$ cat config.mk
export PLATFORM = sky130hd
export DESIGN_NAME = ddcmp_rx_framer
export DESIGN_NICKNAME = d
export VERILOG_FILES = /design/src/rtl/ddcmp_rx_pkg.sv /design/src/rtl/ddcmp_rx_ctrl.sv /design/src/rtl/ddcmp_rx_datapath.sv /design/src/rtl/ddcmp_rx_framer.sv
export SDC_FILE = /design/constraint.sdc
export NUM_CORES = 1
export LEC_CHECK = 0
export BUFFER_PORTS_ARGS = -buffer_cell sky130_fd_sc_hd__buf_2
export CAP_MARGIN = 20
export CORE_MARGIN = 2
export CORE_UTILIZATION = 48
export DETAILED_ROUTE_END_ITERATION = 8
export PLACE_DENSITY_LB_ADDON = 0.2
export SKIP_LAST_GASP = 1
export SYNTH_ARGS = -nofsm -noshare
export SYNTH_HDL_FRONTEND = slang
export SYNTH_HIERARCHICAL = 1
export SYNTH_SLANG_ARGS = --single-unit
$ cat constraint.sdc
create_clock -name clk -period 3.31 [get_ports clk]
set_clock_uncertainty 0.05 [all_clocks]
set_input_delay 0.1655 -clock clk [delete_from_list [all_inputs] [get_ports clk]]
set_output_delay 0.1655 -clock clk [all_outputs]
set_load 0.005 [all_outputs]
$ cat src/rtl/ddcmp_rx_pkg.sv
package ddcmp_rx_pkg;

  localparam logic [15:0] CRC_POLY_REFL = 16'hA001;

  typedef enum logic [2:0] {
    TAG_NONE  = 3'd0,
    TAG_START = 3'd1,
    TAG_HDR   = 3'd2,
    TAG_HCRC  = 3'd3,
    TAG_DATA  = 3'd4,
    TAG_DCRC  = 3'd5
  } fieldTag_e;

  typedef enum logic [1:0] {
    KIND_NONE  = 2'd0,
    KIND_DATA  = 2'd1,
    KIND_CTRL  = 2'd2,
    KIND_MAINT = 2'd3
  } msgKind_e;

  // Per-byte commands from control to datapath
  typedef struct packed {
    logic      emit;
    fieldTag_e tag;
    logic      crcRestart;
    logic      crcZero;
    logic      capCntLo;
    logic      capCntHi;
    logic      capAddr;
    logic      loadRemain;
    logic      decRemain;
    logic      chkHdr;
    logic      chkData;
    logic      done;
    logic      fmt;
    msgKind_e  kind;
  } strobes_t;

  // One byte of reflected CRC-16, least significant bit first
  function automatic logic [15:0] crcStep(input logic [15:0] crcIn, input logic [7:0] b);
    logic [15:0] r;
    r = crcIn ^ {8'h00, b};
    for (int i = 0; i < 8; i++) begin
      r = r[0] ? ((r >> 1) ^ CRC_POLY_REFL) : (r >> 1);
    end
    return r;
  endfunction

endpackage

$ cat src/rtl/ddcmp_rx_ctrl.sv
module ddcmp_rx_ctrl
  import ddcmp_rx_pkg::*;
#(
  parameter int HDR_LEN = 6
) (
  input  logic       clk,
  input  logic       rstN,
  input  logic       hunting,
  input  logic       byteValid,
  input  logic [7:0] byteIn,
  input  logic [7:0] startData,
  input  logic [7:0] startCtrl,
  input  logic [7:0] startMaint,
  input  logic       countZero,
  input  logic       lastData,
  output strobes_t   st
);

  localparam int POS_W = $clog2(HDR_LEN + 1);
  localparam logic [POS_W-1:0] POS_LAST = POS_W'(HDR_LEN - 1);
  localparam logic [POS_W-1:0] POS_CLO  = POS_W'(1);
  localparam logic [POS_W-1:0] POS_CHI  = POS_W'(2);

  typedef enum logic [2:0] {S_IDLE, S_HDR, S_HCRC, S_DATA, S_DCRC} state_e;

  state_e          stateQ, stateD;
  logic [POS_W-1:0] posQ, posD;
  msgKind_e        kindQ, kindD;

  always_comb begin
    st         = '0;
    st.tag     = TAG_NONE;
    st.kind    = kindQ;
    stateD     = stateQ;
    posD       = posQ;
    kindD      = kindQ;
    if (hunting) begin
      stateD = S_IDLE;
      posD   = '0;
    end else if (byteValid) begin
      unique case (stateQ)
        S_IDLE: begin
          if (byteIn == startData)       kindD = KIND_DATA;
          else if (byteIn == startCtrl)  kindD = KIND_CTRL;
          else if (byteIn == startMaint) kindD = KIND_MAINT;
          else                           kindD = KIND_NONE;
          if (kindD != KIND_NONE) begin
            st.emit       = 1'b1;
            st.tag        = TAG_START;
            st.crcRestart = 1'b1;
            posD          = POS_W'(1);
            stateD        = S_HDR;
          end
        end
        S_HDR: begin
          st.emit     = 1'b1;
          st.tag      = TAG_HDR;
          st.capCntLo = (posQ == POS_CLO);
          st.capCntHi = (posQ == POS_CHI);
          st.capAddr  = (posQ == POS_LAST);
          if (posQ == POS_LAST) begin
            posD   = '0;
            stateD = S_HCRC;
          end else begin
            posD = posQ + 1'b1;
          end
        end
        S_HCRC: begin
          st.emit = 1'b1;
          st.tag  = TAG_HCRC;
          if (posQ == '0) begin
            posD = POS_W'(1);
          end else begin
            st.chkHdr = 1'b1;
            posD      = '0;
            if (kindQ == KIND_CTRL) begin
              st.done = 1'b1;
              stateD  = S_IDLE;
            end else if (countZero) begin
              st.done = 1'b1;
              st.fmt  = 1'b1;
              stateD  = S_IDLE;
            end else begin
              st.loadRemain = 1'b1;
              st.crcZero    = 1'b1;
              stateD        = S_DATA;
            end
          end
        end
        S_DATA: begin
          st.emit      = 1'b1;
          st.tag       = TAG_DATA;
          st.decRemain = 1'b1;
          if (lastData) begin
            posD   = '0;
            stateD = S_DCRC;
          end
        end
        S_DCRC: begin
          st.emit = 1'b1;
          st.tag  = TAG_DCRC;
          if (posQ == '0) begin
            posD = POS_W'(1);
          end else begin
            st.chkData = 1'b1;
            st.done    = 1'b1;
            posD       = '0;
            stateD     = S_IDLE;
          end
        end
        default: stateD = S_IDLE;
      endcase
    end
  end

  always_ff @(posedge clk) begin
    if (!rstN) begin
      stateQ <= S_IDLE;
      posQ   <= '0;
      kindQ  <= KIND_NONE;
    end else begin
      stateQ <= stateD;
      posQ   <= posD;
      kindQ  <= kindD;
    end
  end


  next_search_chk: assert property (@(posedge clk) disable iff (!rstN)
    st.done |=> stateQ == S_IDLE);

endmodule

$ cat src/rtl/ddcmp_rx_datapath.sv
module ddcmp_rx_datapath
  import ddcmp_rx_pkg::*;
#(
  parameter int CNT_W    = 14,
  parameter int ADDR_W   = 16,
  parameter int NUM_ADDR = 4
) (
  input  logic                       clk,
  input  logic                       rstN,
  input  logic [7:0]                 byteIn,
  input  strobes_t                   st,
  input  logic [ADDR_W-1:0]          addrMask,
  input  logic [NUM_ADDR*ADDR_W-1:0] addrTable,
  output logic                       countZero,
  output logic                       lastData,
  output logic                       outValid,
  output logic [7:0]                 outByte,
  output fieldTag_e                  outTag,
  output logic                       msgDone,
  output msgKind_e                   msgKind,
  output logic                       hdrCrcErr,
  output logic                       dataCrcErr,
  output logic                       fmtErr,
  output logic                       addrMatch
);

  localparam int HI_W = CNT_W - 8;

  logic [15:0]         crcQ, crcNext;
  logic                crcBad;
  logic [CNT_W-1:0]    cntQ, remainQ;
  logic [7:0]          addrQ;
  logic                hdrBadQ;
  logic [NUM_ADDR-1:0] matchVec;
  logic                matchAny;

  assign crcNext   = crcStep(st.crcRestart ? 16'h0000 : crcQ, byteIn);
  assign crcBad    = (crcNext != 16'h0000);
  assign countZero = (cntQ == '0);
  assign lastData  = (remainQ == CNT_W'(1));

  generate
    for (genvar i = 0; i < NUM_ADDR; i++) begin : g_cmp
      assign matchVec[i] =
        ((ADDR_W'(addrQ) & addrMask) == (addrTable[i*ADDR_W +: ADDR_W] & addrMask));
    end
  endgenerate
  assign matchAny = |matchVec;

  always_ff @(posedge clk) begin
    if (!rstN) begin
      crcQ    <= '0;
      cntQ    <= '0;
      remainQ <= '0;
      addrQ   <= '0;
      hdrBadQ <= 1'b0;
    end else begin
      if (st.crcZero)   crcQ <= '0;
      else if (st.emit) crcQ <= crcNext;
      if (st.capCntLo)  cntQ[7:0] <= byteIn;
      if (st.capCntHi)  cntQ[CNT_W-1:8] <= byteIn[HI_W-1:0];
      if (st.capAddr)   addrQ <= byteIn;
      if (st.loadRemain)     remainQ <= cntQ;
      else if (st.decRemain) remainQ <= remainQ - 1'b1;
      if (st.chkHdr)    hdrBadQ <= crcBad;
    end
  end

  always_ff @(posedge clk) begin
    if (!rstN) begin
      outValid   <= 1'b0;
      outByte    <= '0;
      outTag     <= TAG_NONE;
      msgDone    <= 1'b0;
      msgKind    <= KIND_NONE;
      hdrCrcErr  <= 1'b0;
      dataCrcErr <= 1'b0;
      fmtErr     <= 1'b0;
      addrMatch  <= 1'b0;
    end else begin
      outValid <= st.emit;
      outTag   <= st.emit ? st.tag : TAG_NONE;
      if (st.emit) outByte <= byteIn;
      msgDone <= st.done;
      if (st.done) begin
        msgKind    <= st.kind;
        hdrCrcErr  <= st.chkHdr ? crcBad : hdrBadQ;
        dataCrcErr <= st.chkData & crcBad;
        fmtErr     <= st.fmt;
        addrMatch  <= matchAny;
      end
    end
  end


  remain_live_chk: assert property (@(posedge clk) disable iff (!rstN)
    st.decRemain |-> remainQ != '0);


  no_empty_data_chk: assert property (@(posedge clk) disable iff (!rstN)
    st.loadRemain |-> cntQ != '0);

endmodule

$ cat src/rtl/ddcmp_rx_framer.sv
module ddcmp_rx_framer
  import ddcmp_rx_pkg::*;
#(
  parameter int HDR_LEN  = 6,
  parameter int CNT_W    = 14,
  parameter int ADDR_W   = 16,
  parameter int NUM_ADDR = 4
) (
  input  logic                       clk,
  input  logic                       rstN,
  input  logic                       hunting,
  input  logic                       byteValid,
  input  logic [7:0]                 byteIn,
  input  logic [7:0]                 startData,
  input  logic [7:0]                 startCtrl,
  input  logic [7:0]                 startMaint,
  input  logic [ADDR_W-1:0]          addrMask,
  input  logic [NUM_ADDR*ADDR_W-1:0] addrTable,
  output logic                       outValid,
  output logic [7:0]                 outByte,
  output logic [2:0]                 outTag,
  output logic                       msgDone,
  output logic [1:0]                 msgKind,
  output logic                       hdrCrcErr,
  output logic                       dataCrcErr,
  output logic                       fmtErr,
  output logic                       addrMatch
);

  strobes_t  st;
  logic      countZero, lastData;
  fieldTag_e tagOut;
  msgKind_e  kindOut;

  ddcmp_rx_ctrl #(.HDR_LEN(HDR_LEN)) u_ctrl (
    .clk(clk), .rstN(rstN), .hunting(hunting), .byteValid(byteValid),
    .byteIn(byteIn), .startData(startData), .startCtrl(startCtrl),
    .startMaint(startMaint), .countZero(countZero), .lastData(lastData),
    .st(st)
  );

  ddcmp_rx_datapath #(.CNT_W(CNT_W), .ADDR_W(ADDR_W), .NUM_ADDR(NUM_ADDR)) u_dp (
    .clk(clk), .rstN(rstN), .byteIn(byteIn), .st(st),
    .addrMask(addrMask), .addrTable(addrTable),
    .countZero(countZero), .lastData(lastData),
    .outValid(outValid), .outByte(outByte), .outTag(tagOut),
    .msgDone(msgDone), .msgKind(kindOut), .hdrCrcErr(hdrCrcErr),
    .dataCrcErr(dataCrcErr), .fmtErr(fmtErr), .addrMatch(addrMatch)
  );

  assign outTag  = tagOut;
  assign msgKind = kindOut;


  hunt_quiet_chk: assert property (@(posedge clk) disable iff (!rstN)
    hunting |=> !outValid);


  done_on_byte_chk: assert property (@(posedge clk) disable iff (!rstN)
    msgDone |-> outValid && $countones(outTag) != 0);


  ctrl_end_chk: assert property (@(posedge clk) disable iff (!rstN)
    (msgDone && msgKind == KIND_CTRL) |-> (outTag == TAG_HCRC && !dataCrcErr && !fmtErr));


  fmt_end_chk: assert property (@(posedge clk) disable iff (!rstN)
    (msgDone && fmtErr) |-> (outTag == TAG_HCRC && msgKind != KIND_CTRL));


  done_pulse_chk: assert property (@(posedge clk) disable iff (!rstN)
    msgDone |=> !msgDone);

endmodule

After elaboration in Yosys (flattened, before gate mapping)
Cells that the tools add are included.

Eq/ne operators: 21. Reduce and logical (&&, ||, !) cells: 15. Add/subtract/negate cells: 2. Bitwise gates (word level): 19. Mux-type cells: 51.

Operators by type and width (number): $mux 16 (9); $and 16x16->16 (4); $eq 16x16->1 (4); $mux 15 (2); $mux 14 (2); $eq 8x8->1 (3); $mux 3 (8); $not 2->3 (8); $mux 2 (11); $pmux 4 s5 (1); $and 8x16->16 (1); $reduce_bool 16->1 (1); $xor 16x8->16 (1); $pmux 3 s5 (1); $eq 14x1->1 const B (1); $logic_not 14->1 (1); $mux 1 (14); $sub 14x1->14 const B (1); $pmux 3 s4 (1); $eq 3x2->1 const B (3); $reduce_or 4->1 (2); $eq 3x1->1 const B (2); $eq 3x3->1 const B (2); $logic_not 3->1 (2); 14 further kinds (23).

Bits in registers: 80. Bits of input ports: 116. Word-level logic and storage cells: 126. Output and inout bits: 19.

Longest topological paths before layout
Gate-level depths: netlist of run 1.

Depth after elaboration: 32. Mapped depth: 16. Gate-level depth less buffers: 15.

Modules after synthesis
The synthesis of run 1 kept the hierarchy.

By module, submodules not included: ddcmp_rx_datapath (sequential area each 1441.4 µm², cells each 445, times used 1, area an instance 4095.2 µm²); ddcmp_rx_ctrl (sequential area each 160.2 µm², cells each 136, times used 1, area an instance 954.7 µm²).

Least setup slack after synthesis of run 1
No wires, ideal clock.

Path kind: input port to flip-flop. From: in byteIn[6]. To: reg u_dp.hdrCrcErr. Path buffers: 1. Data required time: 3127 ps. Library setup time: 133 ps. Arrival: 3303 ps. Setup slack: -176 ps. Stages on the path: 14. Path through: xor2_1 nor4_1 nand2_1 and3_1 nor2_1 buf_2 nor2_2 xnor2_2 xnor3_2 xnor2_1 ha_1 xnor3_1 nor4_2 o211ai_1.

RTL lines: start: declaration (RTL line ddcmp_rx_framer.sv:13) `input logic [7:0] byteIn,`; end signal: assignment (RTL line ddcmp_rx_datapath.sv:87) `hdrCrcErr <= st.chkHdr ? crcBad : hdrBadQ;`; end: declaration (RTL line ddcmp_rx_datapath.sv:21) `output logic hdrCrcErr,`.

==> impl_metrics.tcl, run 1 <==
set metrics [dict create \
    status "completed" \
    cts_hold_buf 0 \
    final_common_cell "buf_2" \
    syn_avg_cell_area_um2 8.69 \
    grt_overflow 0 \
    multiInputGateArea_mm2 0.00333 \
    htree_levels 3 \
    max-slew-margin-rel_pct 34.7 \
    numCtsBuffers 9 \
    via_count 4657 \
    wl_um 14200 \
    ys_warn_count 6 \
    min_period_ns 3.26 \
    finalHoldViolations 0 \
    clk_latency_ns 0.36 \
    core_area_mm2 0.0103 \
    area_delta_synth_final_pct 27.3 \
    netlist_area_mm2 0.00505 \
    setup_ws_ns 0.0489 \
    synth_top_area_cell "dfxtp_1" \
    crit_start "byteIn[4]" \
    clock.fmax_mhz 307 \
    initial_utilization_pct 49.1 \
    synth_cell_types 58 \
    grt_antenna_before_repair 1 \
    ys_ff_latch 80 \
    maxCapViolations 0 \
    final_cell_mix "132 x buf_2, 80 x dfxtp_1, 66 x xor2_1" \
    cts_root_buf "clkbuf_8" \
    rows 37 \
    swShare_pct 26.4 \
    min_path_type "primary input to register" \
    ff2ff_path_depth 15 \
    fill_cells 917 \
    ir_drop_uv 189 \
    portBuffers 134 \
    drtIter0Drc 195 \
    setup.worst_path.end "u_dp/hdrCrcErr$_SDFFE_PN0P_" \
    cts_tree "built" \
    slew_violations 0 \
    r2r-start "u_ctrl/stateQ[0]$_SDFFE_PP0P_" \
    synthTopCellsByArea "dfxtp_1 32%, xor2_1 11%, mux2i_1 8.1%" \
    clock_sinks 80 \
    switching_power_mw 0.558 \
    clkTransAtPathRegs_ns 0.08 \
    cp-end-kind "register" \
    ios 135 \
    drc_errors 0 \
    drtAntennaViolNets 0 \
    regArea_mm2 0.00160 \
    p_clk_share_pct 34.0 \
    synth_edf_count 0 \
    crit_fanout 4 \
    drtPass1Iterations 4 \
    vias_per_cell 5.30 \
    leakagePower_nw 2.73 \
    syn-num-nets 700 \
    cp-start-kind "primary input" \
    power_frac_comb_pct 20.3 \
    power_frac_seq_pct 45.7 \
    die_y_um 107 \
    dp_slack_ns -0.483 \
    finalCritPeriodShare_pct 98.5 \
    chipWidth_um 107 \
    rrSetupSlack_ns 0.21 \
    grt_pass1_wl_um 22200 \
    synth_top_area_share_pct 31.7 \
    async_flop_share_pct 0 \
    r2r_end "u_dp/hdrCrcErr$_SDFFE_PN0P_" \
    grt_pass1_vias 4671 \
    place.gp.congestion 0.873 \
    arrival_ns 3.44 \
    clock_path_buffers 2 \
    yosysSeqAreaShare_pct 31.7 \
    hpwlAfterDp_um 10800 \
    rsz0062_at_grt "true" \
    grt_usage_pct 24.7 \
    p_int_mw 1.56 \
    setup_viol 0 \
    netlist_instances 581 \
    p_per_area_mw_per_mm2 329 \
    finalPower_mw 2.12 \
    dieArea_mm2 0.0114 \
    drive_gt1_share_pct 31.1 \
    fin_nets 857 \
    critical_path_class "primary input to register" \
    required_ns 3.49 \
    wl_per_cell_um 16.1 \
    tightest_slew_ns 0.976 \
    ys.flop_type "dfxtp_1" \
    grt_max_degree 50 \
]
## through the flow
| stage | setup TNS, ns | instance area, um2 | hold slack [ns] | util [%] | instances |
|---|---|---|---|---|---|
| finish | 0 | 6430 | 0.0930 | 62.6 | 879 |
| global route | -0.333 | 6430 | 0.121 | 62.6 | 879 |
| CTS | 0 | 6350 | 0.0942 | 61.8 | 874 |
| detailed placement | -1.43 | 6060 | 0.433 | 58.9 | 851 |
| global placement | -1.04 | 6060 | 0.418 | 58.9 | 851 |
| floorplan | -0.377 | 5070 | 0.233 | - | 581 |
## power groups by stage
stage	Clock (mW)	Combinational, mW	Sequential, mW
4_1_cts	0.727	0.416	0.966
6_report	0.720	0.429	0.966
3_5_place_dp	0	0.379	0.989
5_1_grt	0.764	0.461	0.966
2_1_floorplan	0	0.194	0.988
3_3_place_gp	0	0.372	0.989
## per-layer routing
metal  global-route usage, %  wire, um  vias up
met3                    3.40       781       26
met4                    9.55       342        0
li1                        -         -     2320
met5                       0         0        -
met1                    30.0      5850     2163
met2                    44.3      7180      148
## sequential cells by signal, summed over array words and instances (netlist names)
signal	flops
u_dp/msgKind	2
u_dp/addrMatch	1
u_dp/hdrBadQ	1
u_ctrl/kindQ	2
u_dp/fmtErr	1
u_dp/crcQ	16
u_dp/remainQ	14
u_dp/addrQ	8
u_ctrl/posQ	3
u_ctrl/stateQ	3
u_dp/hdrCrcErr	1
u_dp/dataCrcErr	1
u_dp/outValid	1
u_dp/outTag	3
u_dp/cntQ	14
u_dp/outByte	8
u_dp/msgDone	1
## worst max-delay path, cell delays in order
cell      delay (ns)
buf_2           0.12
buf_4           0.15
xor2_1          0.15
nor4_1          0.25
nand2_1         0.11
and3_4          0.19
nor2_4          0.12
buf_6           0.12
nor2_4          0.04
xnor2_2         0.17
xnor3_2         0.48
xnor2_2         0.15
ha_1            0.31
buf_6           0.13
o21bai_1        0.14
a21oi_1         0.13
nand4_1         0.15
nor4_4          0.23
o211ai_1        0.14
## synth_stat cells (3+ instances only)
library cell and instances:
nor4_1 15, nand2_1 40, nand4_1 5, dfxtp_1 80, clkbuf_1 31, xor2_1 66, o21ai_0 10, xnor2_1 24
mux2i_1 41, a22oi_1 17, nand2b_1 14, nor2b_1 44, nor3_1 10, and3_1 13, o21ai_1 9, nand3b_1 10
xnor2_2 4, a211oi_1 4, a22o_1 7, nor2_1 35, a21oi_1 18, and2_1 17, ha_1 3, buf_2 3
nand3_1 5, inv_1 8, a221oi_1 8
## how the worst min path moves through the flow
stage | from | endpoint | slack, ns | cells after the start
5_1_grt | hunting | u_ctrl/stateQ[1]$_SDFFE_PP0P_ | 0.12 | 3
3_3_place_gp | u_dp/dataCrcErr$_SDFFE_PN0P_ | u_dp/dataCrcErr$_SDFFE_PN0P_ | 0.42 | 2
3_5_place_dp | u_dp/dataCrcErr$_SDFFE_PN0P_ | u_dp/dataCrcErr$_SDFFE_PN0P_ | 0.43 | 2
2_1_floorplan | rstN | u_ctrl/kindQ[1]$_SDFFE_PN0P_ | 0.23 | 1
4_1_cts | hunting | u_ctrl/stateQ[1]$_SDFFE_PP0P_ | 0.09 | 3
6_report | hunting | u_ctrl/stateQ[1]$_SDFFE_PP0P_ | 0.09 | 3
## area by class of cell
cell class | count | share of cell area [%]
multi-input cells | 453 | 51.8
flip-flops and latches | 80 | 24.9
repair buffers | 186 | 17.2
well taps | 136 | 2.65
clock buffers | 11 | 2.20
clock inverters | 4 | 0.701
inverters | 8 | 0.467
diodes | 1 | 0.0389
## cells by family (layout without fill, tap and decap cells)
kind of cell	Yosys count	count (layout)	share of synthesized area [%]
xor+xnor	97	97	18.4
fa+ha+maj	3	3	0.743
mux	41	41	8.13
buf+inv	48	209	4.09
compound gates	90	90	12.2
simple gates	222	222	24.7
other cells	0	1	0
flops	80	80	31.7
## repair_timing
item                       4_1_cts  5_1_grt
setup endpoints to repair        3        3
buffers inserted                 8        5
pin swaps                       13        2
resized for setup               10       12
Power figures use the tool's default switching activity.
==> run 2: changes to the inputs <==
Settings changed: ABC_AREA from default to 1, CORE_UTILIZATION 48 to 49.
==> run 2 against run 1 <==
Via count rose by 18%. Die area down 0.24%. Synthesized cell count grew 35%. Sequential power about the same. Critical endpoint is now u_dp/hdrBadQ$_SDFF_PN0_. Largest power group unchanged.
==> impl_metrics.tcl, run 2 <==
set metrics [dict create \
    synth-adder-area-share_pct 0.730 \
    place.gp.congestion 0.898 \
    required_ns 3.51 \
    path_common_cell "nand2_2" \
    grt_pass1_wl_um 22700 \
    netlist_area_mm2 0.00514 \
    ir_drop_uv 209 \
    final_common_cell "nand2_1" \
    rsz0062_at_grt "true" \
    cts_tree "built" \
    synth_common_cells "181 x nand2_1, 87 x nor2_1, 84 x inv_1, 80 x dfxtp_1, 74 x o21ai_0" \
    drive_gt1_share_pct 32.0 \
    largest_reg_flops 16 \
    final_cell_mix "174 x nand2_1, 126 x buf_2, 84 x nor2_1" \
    critical_path_class "primary input to register" \
    drtAntennaViolNets 0 \
    synthXorXnorAreaFrac_pct 8.03 \
    hpwlAfterDp_um 10900 \
    cp-end-kind "register" \
    cp-start-kind "primary input" \
    synth_compound_area_share_pct 18.0 \
    area_delta_synth_final_pct 29.9 \
    clkTransAtPathRegs_ns 0.09 \
    ios 135 \
    initial_utilization_pct 50.0 \
    via_count 5518 \
    die_y_um 106 \
    clock_sinks 80 \
    worstHoldPathCells 4 \
    yosysSeqAreaShare_pct 31.1 \
    synth_edf_count 0 \
    ys.flop_type "dfxtp_1" \
    status "completed" \
    htree_levels 3 \
    grt_usage_pct 25.0 \
    fin_cells 1097 \
    setup_viol 0 \
    synth_top_area_share_pct 31.1 \
    synth_cell_types 43 \
    grt_overflow 0 \
    r2r-start "u_ctrl/stateQ[0]$_SDFFE_PP0P_" \
    leakagePower_nw 3.22 \
    setup_tns_ns 0 \
    cts_hold_buf 0 \
    diodes 0 \
    rrSetupSlack_ns 0.08 \
    portBuffers 134 \
    ff2ff_path_depth 29 \
    synth_top_area_cell "dfxtp_1" \
    synth-simple-area-share_pct 32.2 \
    wl_per_cell_um 13.3 \
    syn-num-nets 902 \
    p_per_area_mw_per_mm2 304 \
    synthMuxAreaShare_pct 0 \
    tightest_slew_ns 0.835 \
    top_register "u_dp/crcQ" \
    finalCritPeriodShare_pct 98.0 \
    slew_violations 0 \
    core_area_mm2 0.0103 \
    fin_nets 1075 \
    chipWidth_um 106 \
    drc_errors 0 \
    dieArea_mm2 0.0113 \
    rows 37 \
    drtIter0Drc 371 \
    wl_um 14600 \
    reg_top3 "u_dp/crcQ x16, u_dp/cntQ x14, u_dp/remainQ x14" \
    numCtsBuffers 9 \
    clock_path_buffers 2 \
    arrival_ns 3.44 \
    final_util_pct 65.0 \
    ys_ff_latch 80 \
    async_flop_share_pct 0 \
    netlist_instances 783 \
    post-synth-top-count-cell "nand2_1" \
    max-slew-margin-rel_pct 44.1 \
    cp_slowest_cell "ha_4" \
    maxCapViolations 0 \
    ys_warn_count 6 \
    synth_top_family_by_area "simple AND/OR/NAND/NOR gates" \
    slowest_delay_ns 0.28 \
    cts_root_buf "clkbuf_8" \
    syn_avg_cell_area_um2 6.57 \
    hp-start "hunting" \
    vias_per_cell 5.03 \
    min_path_type "primary input to register" \
    clock.fmax_mhz 308 \
    r2r_end "u_dp/hdrBadQ$_SDFF_PN0_" \
    dp.cells 1071 \
    crit_fanout 5 \
    worstHoldEndpoint "u_ctrl/stateQ[0]$_SDFFE_PP0P_" \
    grt_max_degree 47 \
    drtPass1Iterations 6 \
    finalHoldViolations 0 \
    min_period_ns 3.24 \
    hold_ws_ns 0.0867 \
    grt_antenna_before_repair 0 \
    clk_latency_ns 0.36 \
    grt_pass1_vias 4916 \
    synthTopCellsByArea "dfxtp_1 31%, nand2_1 13%, o21ai_0 7.2%" \
]
run 2: final cells by class:
class / count / area [um2]
Tap cell: 136 / 170
Clock inverter: 6 / 45.0
Clock buffer: 10 / 128
Fill cell: 967 / 3600
Sequential cell: 80 / 1600
Timing Repair Buffer: 191 / 1150
Multi-Input combinational cell: 576 / 3200
Inverter: 98 / 378
run 2: cells by family after synthesis:
kind of cell    Yosys count
xor+xnor                 42
flops                    80
compound gates          166
simple gates            365
fa+ha+maj                 3
buf+inv                 127
run 2: routing by layer:
metal / share of wire (%) / track usage [%]
met1: 46 / 33.5
met2: 48 / 41.3
met3: 5.0 / 4.35
met4: 1.2 / 7.14
met5: 0 / 0
run 2: stage by stage:
stage	area (um2)	setup WS, ns	total power [mW]
5_1_grt	6680	-0.144	2.12
2_1_floorplan	5140	0.0743	1.16
3_5_place_dp	6200	-0.361	1.33
6_report	6680	0.0661	2.03
4_1_cts	6370	0.0205	1.99
3_3_place_gp	6200	-0.244	1.33
run 2: critical path, delay by kind of cell:
family                     cells  cell delay, ns
adders and majority gates      1            0.28
and+or+nand+nor               22            1.94
buffers and inverters          6            0.49
xor gates and xnor gates       3            0.57
run 2: how the worst max path moves through the flow:
stage	start	endpoint	slack [ns]	cells after the start
global placement	byteIn[2]	u_dp/hdrBadQ$_SDFF_PN0_	-0.24	32
floorplan	byteIn[6]	u_dp/hdrCrcErr$_SDFFE_PN0P_	0.07	32
detailed placement	byteIn[3]	u_dp/hdrBadQ$_SDFF_PN0_	-0.36	32
CTS	u_ctrl/stateQ[0]$_SDFFE_PP0P_	u_dp/hdrBadQ$_SDFF_PN0_	0.02	28
finish	startData[2]	u_dp/hdrBadQ$_SDFF_PN0_	0.07	32
global route	byteIn[5]	u_dp/hdrBadQ$_SDFF_PN0_	-0.14	33
run 2: what timing repair did:
item,4_1_cts,5_1_grt
setup endpoints to repair,0,3
gates resized for setup,0,65
buffers inserted,0,10
hold endpoints to repair,0,0
run 2: power breakdown:
part / internal, mW / total [mW] / switching [mW]
clock network: 0.275 / 0.661 / 0.386
registers: 0.964 / 0.967 / 0.00222
logic: 0.192 / 0.404 / 0.212
total: 1.43 / 2.03 / 0.601
==> run 3: changes to the inputs <==
Settings changed: CORE_MARGIN 2 to default.
==> run 3 against run 2 <==
The flow now finishes with violations (setup timing). First-iteration DRC count fell by 17%. Cell count rose by 0.18%. Sequential share of layout area barely moved. Core utilization rose by 0.18 points. Non-clock buffer count rose by 2. Global-route usage rose by 1.3 points. Sequential power barely moved. Highest routed layer unchanged.
==> impl_metrics.tcl, run 3 (synthesized netlist as in run 2, its figures left out) <==
set metrics [dict create \
    clock.fmax_mhz 290 \
    htree_levels 3 \
    drtIter0Drc 308 \
    clock_path_buffers 2 \
    min_path_type "primary input to register" \
    finalHoldViolations 0 \
    required_ns 3.49 \
    crit_fanout 6 \
    drc_errors 0 \
    leakagePower_nw 3.23 \
    clock_sinks 80 \
    grt_pass1_wl_um 23200 \
    arrival_ns 3.63 \
    path_common_cell "nand2_2" \
    clk_latency_ns 0.36 \
    cp_slowest_cell "ha_4" \
    grt_usage_pct 26.3 \
    via_count 5609 \
    setup_viol 3 \
    vias_per_cell 5.10 \
    power_frac_comb_pct 17.5 \
    clkTransAtPathRegs_ns 0.08 \
    rows 37 \
    cp-start-kind "primary input" \
    critical_path_class "primary input to register" \
    postPlaceCellArea_mm2 0.00622 \
    grt_antenna_before_repair 0 \
    chipWidth_um 104 \
    wl_um 14700 \
    grt_pass1_vias 4978 \
    numCtsBuffers 9 \
    hpwlAfterDp_um 10700 \
    portBuffers 134 \
    regArea_mm2 0.00160 \
    place.gp.congestion 0.903 \
    drtAntennaViolNets 0 \
    cts_root_buf "clkbuf_8" \
    swShare_pct 27.0 \
    setup_tns_ns -0.346 \
    grt_max_degree 47 \
    slowest_delay_ns 0.27 \
    area_delta_synth_final_pct 29.7 \
    fin_nets 1077 \
    cp-end-kind "register" \
    multiInputGateArea_mm2 0.00315 \
    switching_power_mw 0.601 \
    drive_gt1_share_pct 31.4 \
    cts_tree "built" \
    reg_top3 "u_dp/crcQ x16, u_dp/cntQ x14, u_dp/remainQ x14" \
    rsz0062_at_grt "true" \
    setup_ws_ns -0.133 \
    die_y_um 104 \
    fill_cells 949 \
    final_common_cell "nand2_1" \
    max-slew-margin-rel_pct 50.3 \
    ios 135 \
    grt_overflow 0 \
    initial_utilization_pct 50.3 \
    status "finished, violations left" \
    finalInstanceArea_mm2 0.00667 \
    diodes 0 \
    core_area_mm2 0.0102 \
    min_period_ns 3.44 \
    tightest_slew_ns 0.743 \
    dieArea_mm2 0.0109 \
    maxCapViolations 0 \
    cts_hold_buf 0 \
    largest_reg_flops 16 \
    violations "setup timing" \
    power_frac_seq_pct 43.5 \
    finalCritPeriodShare_pct 104 \
    p_clk_share_pct 39.0 \
    p_per_area_mw_per_mm2 333 \
    ir_drop_uv 240 \
    slew_violations 0 \
    drtPass1Iterations 5 \
    p_int_mw 1.62 \
    wl_per_cell_um 13.4 \
    final_cell_mix "174 x nand2_1, 133 x buf_2, 84 x nor2_1" \
    top_register "u_dp/crcQ" \
]
## run 3: changes by cell type in the layout (fill, tap and decap cells not counted), sizes merged
cell      previous run  this run
clkinvlp             3         0
bufinv               0         2
clkbuf              10        12
buf                191       192
clkinv               3         2
inv                 98        99
## run 3: per-layer routing
layer  vias to the layer above  routed length [um]  share of wire [%]  track usage, %
met1                      2529                6630                 45            34.8
met3                        13                 836                5.7            3.88
li1                       2888                   -                  -               -
met2                       179                7060                 48            43.8
met4                         0                 146               0.99            8.67
met5                         -                   0                  0               0
## run 3: timing repair
| item | in CTS | in global routing |
|---|---|---|
| endpoints found under the hold margin | 0 | 0 |
| endpoints found under the setup margin | 0 | 4 |
| gates resized for setup | 0 | 32 |
| buffers inserted | 0 | 10 |
## run 3: metrics by stage
stage	worst slack, ns	total power [mW]	util (%)	hold slack [ns]	instances
after floorplan	0.0743	1.16	-	0.247	783
after global placement	-0.170	1.33	60.8	0.414	1073
after detailed placement	-0.246	1.34	60.8	0.418	1073
after CTS	0.0312	2.18	63.1	0.0931	1089
after global routing	-0.418	2.31	65.2	0.112	1099
final	-0.133	2.22	65.2	0.109	1099
## run 3: cell type report
cell class	count	area share, %
repair buffers	193	17.0
inverters	98	5.59
well taps	136	2.55
clock buffers	11	2.27
clock inverters	5	1.29
flip-flops and latches	80	24.0
multi-input cells	576	47.3
## run 3: power by group through the flow
| stage | sequential, mW | clock (mW) | combinational [mW] |
|---|---|---|---|
| after floorplan | 0.989 | 0 | 0.172 |
| after global placement | 0.989 | 0 | 0.343 |
| after detailed placement | 0.989 | 0 | 0.346 |
| after CTS | 0.967 | 0.870 | 0.348 |
| after global routing | 0.967 | 0.910 | 0.428 |
| final | 0.967 | 0.868 | 0.389 |
## run 3: path summary, 6_finish.rpt
kind | start | end | slack [ns] | cells past startpoint
max reg2reg | u_ctrl/stateQ[1]$_SDFFE_PP0P_ | u_dp/hdrBadQ$_SDFF_PN0_ | -0.11 | 29
max | byteIn[5] | u_dp/hdrBadQ$_SDFF_PN0_ | -0.13 | 33
min | hunting | u_ctrl/stateQ[0]$_SDFFE_PP0P_ | 0.11 | 4
min reg2reg | u_dp/crcQ[10]$_SDFFE_PP0P_ | u_dp/crcQ[10]$_SDFFE_PP0P_ | 0.44 | 2
## run 3: worst max-delay path, delay by kind of cell
| kind | cells | cell delay, ns |
|---|---|---|
| simple gates | 23 | 2.10 |
| buf+inv | 6 | 0.57 |
| xor+xnor | 3 | 0.53 |
| fa+ha+maj | 1 | 0.27 |
